File: src/rtl/seg_xlate.sv
module seg_xlate #(
  parameter int VA_W  = 16,
  parameter int SEG_W = 2,
  parameter int PA_W  = 16,
  localparam int OFF_W = VA_W - SEG_W,
  localparam int BND_W = OFF_W + 1,
  localparam int NSEG  = 1 << SEG_W
) (
  input  logic             clk,
  input  logic             rst_n,
  input  logic             cfg_we,
  input  logic [SEG_W-1:0] cfg_idx,
  input  logic [PA_W-1:0]  cfg_base,
  input  logic [BND_W-1:0] cfg_bound,
  input  logic             cfg_valid,
  input  logic [2:0]       cfg_perm,
  input  logic             req_valid,
  input  logic [VA_W-1:0]  req_vaddr,
  input  logic [1:0]       req_kind,
  output logic             rsp_valid,
  output logic [PA_W-1:0]  rsp_paddr,
  output logic             rsp_fault,
  output logic [1:0]       rsp_cause
);

  localparam logic [1:0] CAUSE_SEG  = 2'd0;
  localparam logic [1:0] CAUSE_BND  = 2'd1;
  localparam logic [1:0] CAUSE_PERM = 2'd2;

  logic [PA_W-1:0]  base_q [NSEG];
  logic [BND_W-1:0] bnd_q  [NSEG];
  logic [2:0]       perm_q [NSEG];
  logic [NSEG-1:0]  vld_q;

  always_ff @(posedge clk) begin
    if (!rst_n) begin
      vld_q <= '0;
      for (int i = 0; i < NSEG; i++) begin
        base_q[i] <= '0;
        bnd_q[i]  <= '0;
        perm_q[i] <= '0;
      end
    end else if (cfg_we) begin
      vld_q[cfg_idx]  <= cfg_valid;
      base_q[cfg_idx] <= cfg_base;
      bnd_q[cfg_idx]  <= cfg_bound;
      perm_q[cfg_idx] <= cfg_perm;
    end
  end

  logic [SEG_W-1:0] seg;
  logic [OFF_W-1:0] off;
  logic             seg_ok, bnd_ok, perm_ok;
  logic [PA_W-1:0]  sum;

  assign seg     = req_vaddr[VA_W-1 -: SEG_W];
  assign off     = req_vaddr[OFF_W-1:0];
  assign seg_ok  = vld_q[seg];
  assign bnd_ok  = {1'b0, off} < bnd_q[seg];
  assign perm_ok = (req_kind != 2'd3) && perm_q[seg][req_kind];
  assign sum     = base_q[seg] + PA_W'(off);

  always_ff @(posedge clk) begin
    if (!rst_n) begin
      rsp_valid <= 1'b0;
      rsp_paddr <= '0;
      rsp_fault <= 1'b0;
      rsp_cause <= CAUSE_SEG;
    end else begin
      rsp_valid <= req_valid;
      if (req_valid) begin
        rsp_fault <= !(seg_ok && bnd_ok && perm_ok);
        rsp_paddr <= (seg_ok && bnd_ok && perm_ok) ? sum : '0;
        rsp_cause <= !seg_ok ? CAUSE_SEG :
                     !bnd_ok ? CAUSE_BND :
                     !perm_ok ? CAUSE_PERM : CAUSE_SEG;
      end
    end
  end


  rsp_follows_req_chk: assert property (@(posedge clk) disable iff (!rst_n)
    req_valid |=> rsp_valid);

  rsp_only_after_req_chk: assert property (@(posedge clk) disable iff (!rst_n)
    !req_valid |=> !rsp_valid);

  invalid_seg_chk: assert property (@(posedge clk) disable iff (!rst_n)
    req_valid && !vld_q[seg] |=> rsp_fault && rsp_cause == CAUSE_SEG);

  bound_fault_chk: assert property (@(posedge clk) disable iff (!rst_n)
    req_valid && vld_q[seg] && ({1'b0, off} >= bnd_q[seg]) |=> rsp_fault && rsp_cause == CAUSE_BND);

  fault_zero_addr_chk: assert property (@(posedge clk) disable iff (!rst_n)
    rsp_valid && rsp_fault |-> rsp_paddr == '0 && rsp_cause != 2'd3);

  ok_cause_zero_chk: assert property (@(posedge clk) disable iff (!rst_n)
    rsp_valid && !rsp_fault |-> rsp_cause == CAUSE_SEG);

  hold_idle_chk: assert property (@(posedge clk) disable iff (!rst_n)
    !req_valid |=> $stable(rsp_paddr) && $stable(rsp_fault) && $stable(rsp_cause));

endmodule

File: config.mk
export PLATFORM = sky130hd
export DESIGN_NAME = seg_xlate
export DESIGN_NICKNAME = d
export VERILOG_FILES = /design/src/rtl/seg_xlate.sv
export SDC_FILE = /design/constraint.sdc
export NUM_CORES = 1
export LEC_CHECK = 0
export ABC_AREA = 1
export BUFFER_PORTS_ARGS = -buffer_cell sky130_fd_sc_hd__buf_2
export CORE_AREA = 2 2 181 183
export DETAILED_ROUTE_END_ITERATION = 16
export DIE_AREA = 0 0 183 185
export PLACE_DENSITY = 0.5
export SETUP_SLACK_MARGIN = 0.4
export SLEW_MARGIN = 20
export SYNTH_ARGS = -nofsm -noshare
export SYNTH_HDL_FRONTEND = slang
export SYNTH_SLANG_ARGS = --single-unit
File: constraint.sdc
create_clock -name clk -period 7.1 [get_ports clk]
set_input_delay 1.065 -clock clk [delete_from_list [all_inputs] [get_ports clk]]
set_output_delay 1.065 -clock clk [all_outputs]
set_load 0.1 [all_outputs]
==> metrics.csv, run 1 <==
stage;metric;value;unit
status;outcome;finished clean;
setup_path;CP bufs+invs;2;
cells_and_area;# nets final;1005;
clocking;cts bufs inserted;17;
route;Avg WL per Cell;16.6;µm
synth;Seq/Total Area, Yosys;57.7;%
die;floorplan row count;66;
worst_hold_path;hold crit path type;reg -> reg;
grt;gr usage total;13.8;%
setup_path;CP Cell Sequence;buf_2, inv_2, a21oi_1, a32o_1, ha_1, nand2_1, o21a_1, o21ai_0, nand3_1, nand4_4, nor2_1, nor2_1, nor2_1;
setup_path;launch point of the worst reg-to-reg path;bnd_q[1][10];
die;Chip Width;183;µm
die;die area;0.0339;mm²
synth;synth warn;0;
setup_path;Levels on crit path;13;
synth;top_reg_cell synth;edfxtp_1;
setup_path;CP max FO;47;
die;Initial Util;24.7;%
run;Max Cap Viol;0;
power;maximum VDD drop;0.165;mV
clocking;CTS resizes;0;
route;DR iter-0 viols;452;
setup_path;kind of end point of the critical path;flop;
sta;final worst-path cycle share;54.2;%
setup_path;worst endpoint data arrival time;4.14;ns
die;die span in y;185;µm
route;routed via count;5933;
synth;post-synthesis average cell area;9.28;µm²
synth;Mapped Area;0.00791;mm²
clocking;Clk Latency, worst-skew pair;0.43;ns
grt;largest net degree at the start of global routing;74;
synth;count of state elements after synthesis;160;
grt;initial antenna violation count;0;
setup_path;crit-path most repeated cell;nor2_1;
die;num ports;79;
power;sw frac;28.0;%
placement;Post-DP HPWL;14500;µm
power;Flop pwr share;47.3;%
cells_and_area;n_diodes;0;
clocking;clk slew on worst S/H paths;0.06;ns
sta;RSZ-0062 raised after global routing;false;
cells_and_area;share of layout cells above drive strength 1;14.3;%
setup_path;Reg2Reg Depth;11;
cells_and_area;most frequent cells in the layout;nor2_1 (214), nand2_1 (149), edfxtp_1 (136);
sta;worst slew pin tran;0.946;ns
setup_path;worst r2r dst;rsp_paddr[5];
power;Comb pwr share;14.5;%
clocking;Num Clock Sinks;160;
synth;Async S/R FF share, synth;0;%
power;leakage power;3.84;nW
cells_and_area;Layout fillers;3464;
synth;distinct cell type count after synthesis;38;
clocking;CTS root buffer;clkbuf_16;
sta;Setup violations, final;0;
grt;vias in the first global route;6115;
placement;PortBufs;78;
setup_path;slowest CP cell;inv_2;
clocking;TritonCTS clock tree;built;
route;routed vias/inst;4.43;
sta;fin. max-slew vios;0;
power;Clock power frac;38.1;%
setup_path;crit path kind;in -> reg;
setup_path;max incr delay on CP;0.76;ns
die;core area;0.0320;mm²
setup_path;CP delay by family, top;buffers and inverters;
clocking;clock tree buffer depth;2;
setup_path;origin of the worst setup path;req_vaddr[15];
placement;GP Congestion;0.774;
power;Psw;0.651;mW
grt;grt total ovfl;0;
sta;setup TNS;0;ns
synth;syn nets;939;
setup_path;reg-to-reg slack, setup;4.65;ns
cells_and_area;area occupied by multi-input gates;0.00283;mm²
clocking;Post-CTS Setup Repair Bufs;0;
setup_path;startpoint types;input port;
grt;first-pass GRT wire length;35000;µm
route;DRC viols;0;
sta;Setup Skew;0.00845;ns
clocking;htree depth;4;
clocking;hold_buf cts;0;
sta;relative slew slack;36.7;%
sta;final hold viol count;0;
power;pwr dens;252;mW/mm²
synth;number of synthesized flops with an enable pin;136;
route;ANT nets after route;0;
sta;Max Clock Freq;260;MHz
route;Pre-antenna DRT Iters;5;
sta;Min Hold Slack;0.468;ns
synth;cell count after synthesis;852;
setup_path;worst path required time;7.40;ns
route;final wirelength;22300;µm
power;P_int;1.68;mW
sta;Final min period;3.85;ns
cells_and_area;commonest non-fill, non-tap cell in the layout;nor2_1;
setup_path;CP endpoint;rsp_paddr[5];
cells_and_area;area grow syn2layout;16.8;%
cells_and_area;register area;0.00456;mm²
==> tightest hold or removal path, cell delays in order (launching register included) <==
cell and delay [ns]:
dfxtp_1 0.31, inv_1 0.05, o22ai_1 0.06
==> worst min-delay path by stage <==
| stage | from | end | cells after the start |
|---|---|---|---|
| final | vld_q[0] | vld_q[0] | 2 |
| after detailed placement | vld_q[1] | vld_q[1] | 2 |
| after CTS | vld_q[1] | vld_q[1] | 2 |
| after global routing | vld_q[0] | vld_q[0] | 2 |
| after floorplan | vld_q[3] | vld_q[3] | 2 |
| after global placement | vld_q[0] | vld_q[0] | 2 |
==> logic make-up (layout without fill, tap and decap cells) <==
group                    count (synthesis)  in the layout  synth area share [%]
XOR/XNOR                                11             11                  1.22
adder cells (fa/ha/maj)                 28             28                  4.52
AND/OR/NAND/NOR                        401            401                  20.1
flip-flops                             160            160                  57.7
buffers and inverters                  127            206                  6.63
AO/OA/AOI/OAI                          125            125                  9.78
==> routing by layer <==
metal / wire (µm) / track usage (%) / share of wire (%)
met3: 835 / 2.75 / 3.7
met5: 0 / 0 / 0
met4: 229 / 3.81 / 1.0
met2: 11000 / 23.8 / 49
met1: 10200 / 17.5 / 46
==> registers in the layout, indices dropped and copies added, names as in the netlist <==
register and cells:
bnd_q 60, vld_q 4, rsp_fault 1, rsp_cause 2, rsp_paddr 16, rsp_valid 1, base_q 64, perm_q 12
==> synth_stat cells, types with 2 or more instances <==
cell / count / area (µm²)
a32o_1: 13 / 130
clkbuf_1: 25 / 93.8
nand2_1: 151 / 567
edfxtp_1: 136 / 4080
o21ai_1: 4 / 20.0
a31oi_1: 2 / 12.5
nand3b_1: 2 / 15.0
nand3_1: 20 / 100
nor2_1: 214 / 803
inv_1: 84 / 315
buf_6: 4 / 45.0
xor2_1: 4 / 35.0
dfxtp_1: 24 / 480
buf_2: 2 / 10.0
o21bai_1: 5 / 37.5
nor2_2: 9 / 56.3
buf_1: 6 / 22.5
o21ai_0: 41 / 205
o211ai_1: 3 / 22.5
o22ai_1: 16 / 100
clkinv_1: 3 / 11.3
a21o_1: 3 / 22.5
ha_1: 27 / 338
nand4_1: 2 / 12.5
xnor2_1: 7 / 61.3
a21oi_1: 33 / 165
==> stage by stage <==
stage	setup WS, ns	utilization, %	power (mW)	instance area [µm²]	cells
finish	3.25	28.8	2.33	9240	1339
global route	2.90	28.8	2.44	9240	1339
CTS	3.20	28.8	2.35	9240	1339
detailed placement	2.76	27.1	1.47	8680	1307
global placement	2.81	27.1	1.46	8680	1307
floorplan	3.65	-	1.35	7910	852
==> layout make-up <==
cell class / count / share of cell area (%)
clock inverter: 14 / 1.39
sequential: 160 / 49.4
timing repair buffer: 86 / 4.88
multi-input combinational: 565 / 30.6
clock buffer: 18 / 4.65
tap: 408 / 5.53
inverter: 88 / 3.58
==> power by group through the flow <==
| stage | Clock, mW | Sequential (mW) | Combinational (mW) |
|---|---|---|---|
| 3_5_place_dp | 0 | 1.12 | 0.344 |
| 3_3_place_gp | 0 | 1.12 | 0.343 |
| 5_1_grt | 0.948 | 1.11 | 0.382 |
| 6_report | 0.888 | 1.10 | 0.338 |
| 2_1_floorplan | 0 | 1.14 | 0.214 |
| 4_1_cts | 0.905 | 1.10 | 0.346 |
Power figures use the tool's default switching activity.
==> inputs of run 2 (changes only) <==
- PLACE_DENSITY: 0.5 -> 0.52
- clock period: 7.1 -> 3.45 ns (I/O delays scaled with it)
==> run 2 against run 1 <==
Clock-buffer cell count fell by 1. Highest routed layer unchanged. Die area did not move. Wire length fell by 2.6%. Critical endpoint unchanged. Cell count rose by 0.75%. Sequential cell count did not move. Clock skew barely moved. Sequential share of layout area fell by 0.93 points. Utilization rose by 0.55 points.
==> metrics.csv, run 2 (synthesized netlist as in run 1, its figures left out) <==
stage;metric;value;unit;change
status;outcome;finished clean;;
worst_hold_path;hold depth;3;;+1
sta;final worst-path cycle share;80.4;%;
power;pwr dens;526;mW/mm²;+110%
placement;Post-DP HPWL;15000;µm;+3.1%
die;die span in y;185;µm;unchanged
power;maximum VDD drop;0.372;mV;+130%
setup_path;max incr delay on CP;0.34;ns;-0.42 ns
sta;Setup violations, final;0;;unchanged
cells_and_area;# nets final;1017;;+1.2%
setup_path;launch point of the worst reg-to-reg path;base_q[1][0];;
grt;grt total ovfl;0;;unchanged
route;ANT nets after route;0;;unchanged
sta;RSZ-0062 raised after global routing;false;;
sta;relative slew slack;33.9;%;-2.8 points
worst_hold_path;Hold EP;vld_q[3];;
route;routed vias/inst;4.40;;-0.64%
cells_and_area;largest reg by FF count;base_q;;
power;P_int;3.67;mW;+120%
route;routed via count;5939;;+0.10%
run;Max Cap Viol;0;;unchanged
cells_and_area;commonest non-fill, non-tap cell in the layout;nor2_1;;
sta;Min Hold Slack;0.416;ns;-0.0521 ns
setup_path;worst endpoint data arrival time;3.07;ns;-1.07 ns
die;floorplan row count;66;;unchanged
setup_path;startpoint types;input port;;
setup_path;Reg2Reg Depth;12;;+1
power;Psw;1.29;mW;+98%
cells_and_area;final design utilization;29.4;%;+0.55 points
grt;vias in the first global route;6064;;-0.83%
grt;initial antenna violation count;0;;unchanged
route;final wirelength;21700;µm;-2.6%
cells_and_area;share of layout cells above drive strength 1;15.0;%;+0.70 points
clocking;Num Clock Sinks;160;;unchanged
sta;worst slew pin tran;0.985;ns;+0.0392 ns
cells_and_area;n_diodes;0;;unchanged
grt;first-pass GRT wire length;33900;µm;-3.0%
cells_and_area;most frequent cells in the layout;nor2_1 (214), nand2_1 (151), edfxtp_1 (136);;
cells_and_area;area grow syn2layout;19.1;%;
cells_and_area;number of flip-flops in the largest register;64;;unchanged
setup_path;worst r2r dst;rsp_paddr[12];;
sta;Max Clock Freq;360;MHz;
power;Flop pwr share;45.8;%;-1.5 points
sta;Final min period;2.77;ns;
route;DR iter-0 viols;493;;+9.1%
sta;final hold viol count;0;;unchanged
setup_path;CP Cell Sequence;buf_2, inv_2, buf_4, nand2_1, a32o_1, ha_1, nand2_1, o21a_1, o21ai_0, nand3_1, nand4_4, buf_12, nor2_1, nor2_1, nor2_1;;
sta;Setup Skew;0.00805;ns;-0.000402 ns
route;DRC viols;0;;unchanged
placement;PortBufs;78;;unchanged
die;core area;0.0320;mm²;unchanged
die;Chip Width;183;µm;unchanged
setup_path;crit path kind;in -> reg;;
setup_path;reg-to-reg slack, setup;1.01;ns;-3.64 ns
clocking;hold_buf cts;0;;unchanged
power;leakage power;3.93;nW;+2.2%
grt;largest net degree at the start of global routing;36;;-51%
clocking;Clk Latency, worst-skew pair;0.42;ns;about the same
die;Initial Util;24.7;%;unchanged
placement;GP Congestion;0.810;;+4.6%
setup_path;slowest CP cell;buf_4;;
power;Comb pwr share;14.2;%;-0.3 points
grt;gr usage total;13.3;%;-0.46 points
clocking;htree depth;4;;unchanged
clocking;clock tree buffer depth;2;;unchanged
setup_path;crit-path most repeated cell;nor2_1;;
power;sw frac;26.0;%;-2.0 points
setup_path;CP max FO;22;;-53%
die;die area;0.0339;mm²;unchanged
cells_and_area;Regs by FF count;base_q: 64 flops, bnd_q: 60 flops, rsp_paddr: 16 flops;;
clocking;TritonCTS clock tree;built;;
clocking;CTS root buffer;clkbuf_16;;
setup_path;kind of end point of the critical path;flop;;
setup_path;worst path required time;3.75;ns;-3.65 ns
worst_hold_path;critical hold path startpoint;cfg_idx[0];;
sta;fin. max-slew vios;0;;unchanged
sta;setup TNS;0;ns;unchanged
clocking;CTS resizes;0;;unchanged
route;Avg WL per Cell;16.1;µm;-3.3%
clocking;cts bufs inserted;17;;unchanged
power;Clock power frac;40.0;%;+1.9 points
worst_hold_path;hold crit path type;in -> reg;;
clocking;clk slew on worst S/H paths;0.07;ns;about the same
die;num ports;79;;unchanged
route;Pre-antenna DRT Iters;5;;unchanged
[run 2: cell types whose count changed in the layout (fill, tap and decap cells not counted), sizes merged]
cell	delta
inv	-3
clkbuf	-1
bufinv	+3
clkinv	-3
buf	+12
clkinvlp	+2
[run 2: power groups by stage]
stage	combinational (mW)	clock, mW	sequential (mW)
global placement	0.708	0	2.31
floorplan	0.440	0	2.35
global route	0.795	2.09	2.28
detailed placement	0.712	0	2.31
finish	0.705	1.98	2.27
CTS	0.715	2.02	2.27
[run 2: area by class of cell]
| cell class | instances | area, µm² |
|---|---|---|
| multi-input cells | 565 | 2820 |
| repair buffers | 98 | 578 |
| clock buffers | 17 | 425 |
| well taps | 408 | 510 |
| flip-flops and latches | 160 | 4560 |
| inverters | 88 | 330 |
| clock inverters | 13 | 188 |
| fillers | 3367 | 22600 |
[run 2: critical path: cells and delay by family]
kind / cells / cell delay, ns
AO/OA/AOI/OAI: 3 / 0.64
adder cells (fa/ha/maj): 1 / 0.26
buffers and inverters: 4 / 0.91
AND/OR/NAND/NOR: 7 / 0.70
[run 2: what timing repair did]
action	CTS	global route
buffers inserted	0	1
hold endpoints to repair	0	0
endpoints found under the setup margin	0	12
[run 2: metrics by stage]
step                      cells  worst slack (ns)  area [µm²]  power, mW
after floorplan             852             0.546        7910       2.78
after global placement     1318             0.273        8780       3.02
after detailed placement   1318             0.196        8780       3.02
after CTS                  1348             0.651        9400       5.00
after global routing       1349             0.439        9420       5.17
final                      1349             0.676        9420       4.95
[run 2: how the worst max path moves through the flow]
stage / startpoint / end / cells past startpoint
after global routing: req_vaddr[14] / rsp_paddr[4] / 15
after global placement: req_vaddr[14] / rsp_paddr[5] / 15
after floorplan: req_vaddr[14] / rsp_paddr[10] / 16
after CTS: req_vaddr[14] / rsp_paddr[3] / 14
final: req_vaddr[14] / rsp_paddr[5] / 15
after detailed placement: req_vaddr[14] / rsp_paddr[5] / 14
[run 2: metal layers]
metal	share of wire [%]	global-route usage [%]	wire length, µm	vias to the layer above
met2	48	22.9	10400	128
met1	46	16.9	10100	2805
met5	0	0	0	-
met4	2.0	4.74	436	0
met3	3.9	2.30	847	27
li1	-	-	-	2979
==> inputs of run 3 (changes only) <==
- clock period: 3.45 -> 2.42 ns (I/O delays scaled with it)
==> run 3 against run 2 <==
Worst hold slack lost 0.19 ns. Utilization grew 3.6 points. Via count grew 4.5%. Sequential cell count is the same. Clock-buffer cell count grew 1. Clock skew grew 0.0028 ns. Combinational power grew 100%. Non-clock buffer count grew 62. Power grew 45%. Wire length grew 5.4%. Global-route usage grew 0.50 points. Largest power group unchanged. Highest routed layer unchanged.
==> metrics.csv, run 3 (synthesized netlist as in run 1, its figures left out) <==
stage;metric;value;unit;change
setup_path;origin of the worst setup path;bnd_q[0][9];;
cells_and_area;commonest non-fill, non-tap cell in the layout;nor2_1;;
cells_and_area;share of layout cells above drive strength 1;29.1;%;+14 points
clocking;cts bufs inserted;17;;unchanged
die;floorplan row count;66;;unchanged
route;final wirelength;22900;µm;+5.4%
sta;fin. max-slew vios;0;;unchanged
grt;initial antenna violation count;0;;unchanged
setup_path;worst r2r dst;rsp_paddr[7];;
setup_path;reg-to-reg slack, setup;0.21;ns;-0.80 ns
setup_path;kind of end point of the critical path;flop;;
grt;vias in the first global route;6016;;-0.79%
grt;largest net degree at the start of global routing;35;;-2.8%
clocking;htree depth;4;;unchanged
sta;worst slew pin tran;0.725;ns;-0.260 ns
grt;grt total ovfl;0;;unchanged
route;routed via count;6204;;+4.5%
route;routed vias/inst;4.39;;-0.27%
sta;final hold viol count;0;;unchanged
grt;gr usage total;13.8;%;+0.50 points
cells_and_area;final cell count without fillers;1413;;+4.7%
placement;post-place setup slack;-0.274;ns;-0.469 ns
cells_and_area;area grow syn2layout;33.6;%;
route;DRC viols;0;;unchanged
clocking;Num Clock Sinks;160;;unchanged
sta;Setup Skew;0.0108;ns;+0.00277 ns
placement;Post-DP HPWL;15500;µm;+3.6%
route;DR iter-0 viols;364;;-26%
clocking;clock tree buffer depth;2;;unchanged
worst_hold_path;critical hold path startpoint;cfg_valid;;
route;Avg WL per Cell;16.2;µm;+0.67%
route;ANT nets after route;0;;unchanged
cells_and_area;most frequent cells in the layout;nor2_1 (203), nand2_1 (137), edfxtp_1 (136);;
setup_path;startpoint types;flop;;
status;outcome;finished clean;;
sta;final worst-path cycle share;91.1;%;
cells_and_area;n_diodes;0;;unchanged
clocking;clk slew on worst S/H paths;0.07;ns;about the same
placement;GP Congestion;0.812;;+0.27%
placement;PortBufs;78;;unchanged
die;num ports;79;;unchanged
cells_and_area;number of flip-flops in the largest register;64;;unchanged
sta;relative slew slack;51.3;%;+17 points
clocking;TritonCTS clock tree;built;;
setup_path;crit path kind;reg -> reg;;
run;Max Cap Viol;0;;unchanged
die;Initial Util;24.7;%;unchanged
cells_and_area;final design utilization;33.0;%;+3.6 points
route;Pre-antenna DRT Iters;5;;unchanged
setup_path;worst endpoint data arrival time;2.51;ns;-0.56 ns
power;leakage power;4.41;nW;+12%
cells_and_area;# nets final;1079;;+6.1%
cells_and_area;largest reg by FF count;base_q;;
power;pwr dens;680;mW/mm²;+29%
die;Chip Width;183;µm;unchanged
die;core area;0.0320;mm²;unchanged
setup_path;launch point of the worst reg-to-reg path;bnd_q[0][9];;
sta;Setup WS post-layout;0.215;ns;-0.461 ns
die;die span in y;185;µm;unchanged
worst_hold_path;hold depth;3;;unchanged
power;Power Total;7.18;mW;+45%
power;maximum VDD drop;0.459;mV;+23%
sta;setup TNS;0;ns;unchanged
sta;RSZ-0062 raised after global routing;true;;
cells_and_area;Regs by FF count;base_q: 64 flops, bnd_q: 60 flops, rsp_paddr: 16 flops;;
clocking;CTS root buffer;clkbuf_16;;
setup_path;worst path required time;2.72;ns;-1.03 ns
worst_hold_path;Hold EP;vld_q[0];;
clocking;Clk Latency, worst-skew pair;0.43;ns;about the same
die;die area;0.0339;mm²;unchanged
worst_hold_path;hold crit path type;in -> reg;;
placement;placed cell count;1367;;+3.7%
cells_and_area;post-route cell area;0.0106;mm²;+12%
sta;Max Clock Freq;453;MHz;
sta;Min Hold Slack;0.231;ns;-0.185 ns
placement;Post-DP Area;0.00931;mm²;+6.0%
setup_path;CP max FO;6;;-73%
setup_path;Reg2Reg Depth;12;;unchanged
grt;first-pass GRT wire length;35200;µm;+3.7%
sta;Setup violations, final;0;;unchanged
sta;Final min period;2.21;ns;
==> run 3: changes by cell type in the layout (fill, tap and decap cells not counted), sizes merged <==
cell / change
buf: +60
bufbuf: +1
bufinv: -4
clkbuf: +2
clkinv: +5
clkinvlp: -1
inv: +1
==> run 3: area by class of cell <==
| cell class | count | area [µm²] |
|---|---|---|
| Fill cell | 3322 | 21500 |
| Sequential cell | 160 | 4560 |
| Multi-Input combinational cell | 565 | 3350 |
| Timing Repair Buffer | 160 | 1250 |
| Tap cell | 408 | 510 |
| Clock buffer | 18 | 429 |
| Inverter | 88 | 340 |
| Clock inverter | 14 | 110 |
==> run 3: how the worst max path moves through the flow <==
| stage | cells past startpoint | slack [ns] | to |
|---|---|---|---|
| after floorplan | 16 | -0.10 | rsp_paddr[12] |
| after global placement | 18 | -0.28 | rsp_paddr[13] |
| after detailed placement | 18 | -0.27 | rsp_paddr[13] |
| after CTS | 13 | 0.25 | rsp_paddr[5] |
| after global routing | 12 | 0.11 | rsp_paddr[6] |
| final | 12 | 0.21 | rsp_paddr[7] |
==> run 3: where the power goes <==
group          internal (mW)  switching (mW)  leakage, nW
Sequential              3.18          0.0533         1.52
Clock                   1.33            1.17        0.261
Combinational          0.597           0.847         2.62
Total                   5.11            2.07         4.41
==> run 3: metal layers <==
layer | share of wire [%] | vias to the layer above | global-route usage, %
met3 | 4.0 | 28 | 2.71
met1 | 48 | 2931 | 18.5
met4 | 1.9 | 0 | 4.32
met2 | 47 | 128 | 22.5
li1 | - | 3117 | -
met5 | 0 | - | 0
==> run 3: critical path, cell delays in order (launching register included) <==
cell       delay [ns]
edfxtp_1         0.32
nand2_1          0.05
a32o_2           0.30
ha_4             0.28
nand2_4          0.06
o21a_1           0.18
o21ai_2          0.18
nand3_2          0.16
nand4_4          0.19
clkbuf_16        0.18
nor2_4           0.03
nor2_1           0.09
nor2_1           0.04
==> run 3: timing repair <==
item                       4_1_cts  5_1_grt
gates resized for setup         60       67
setup buffers                    8        4
gates cloned                     2        0
pin swaps                       15       34
hold buffers                     0        0
setup endpoints to repair       19       19
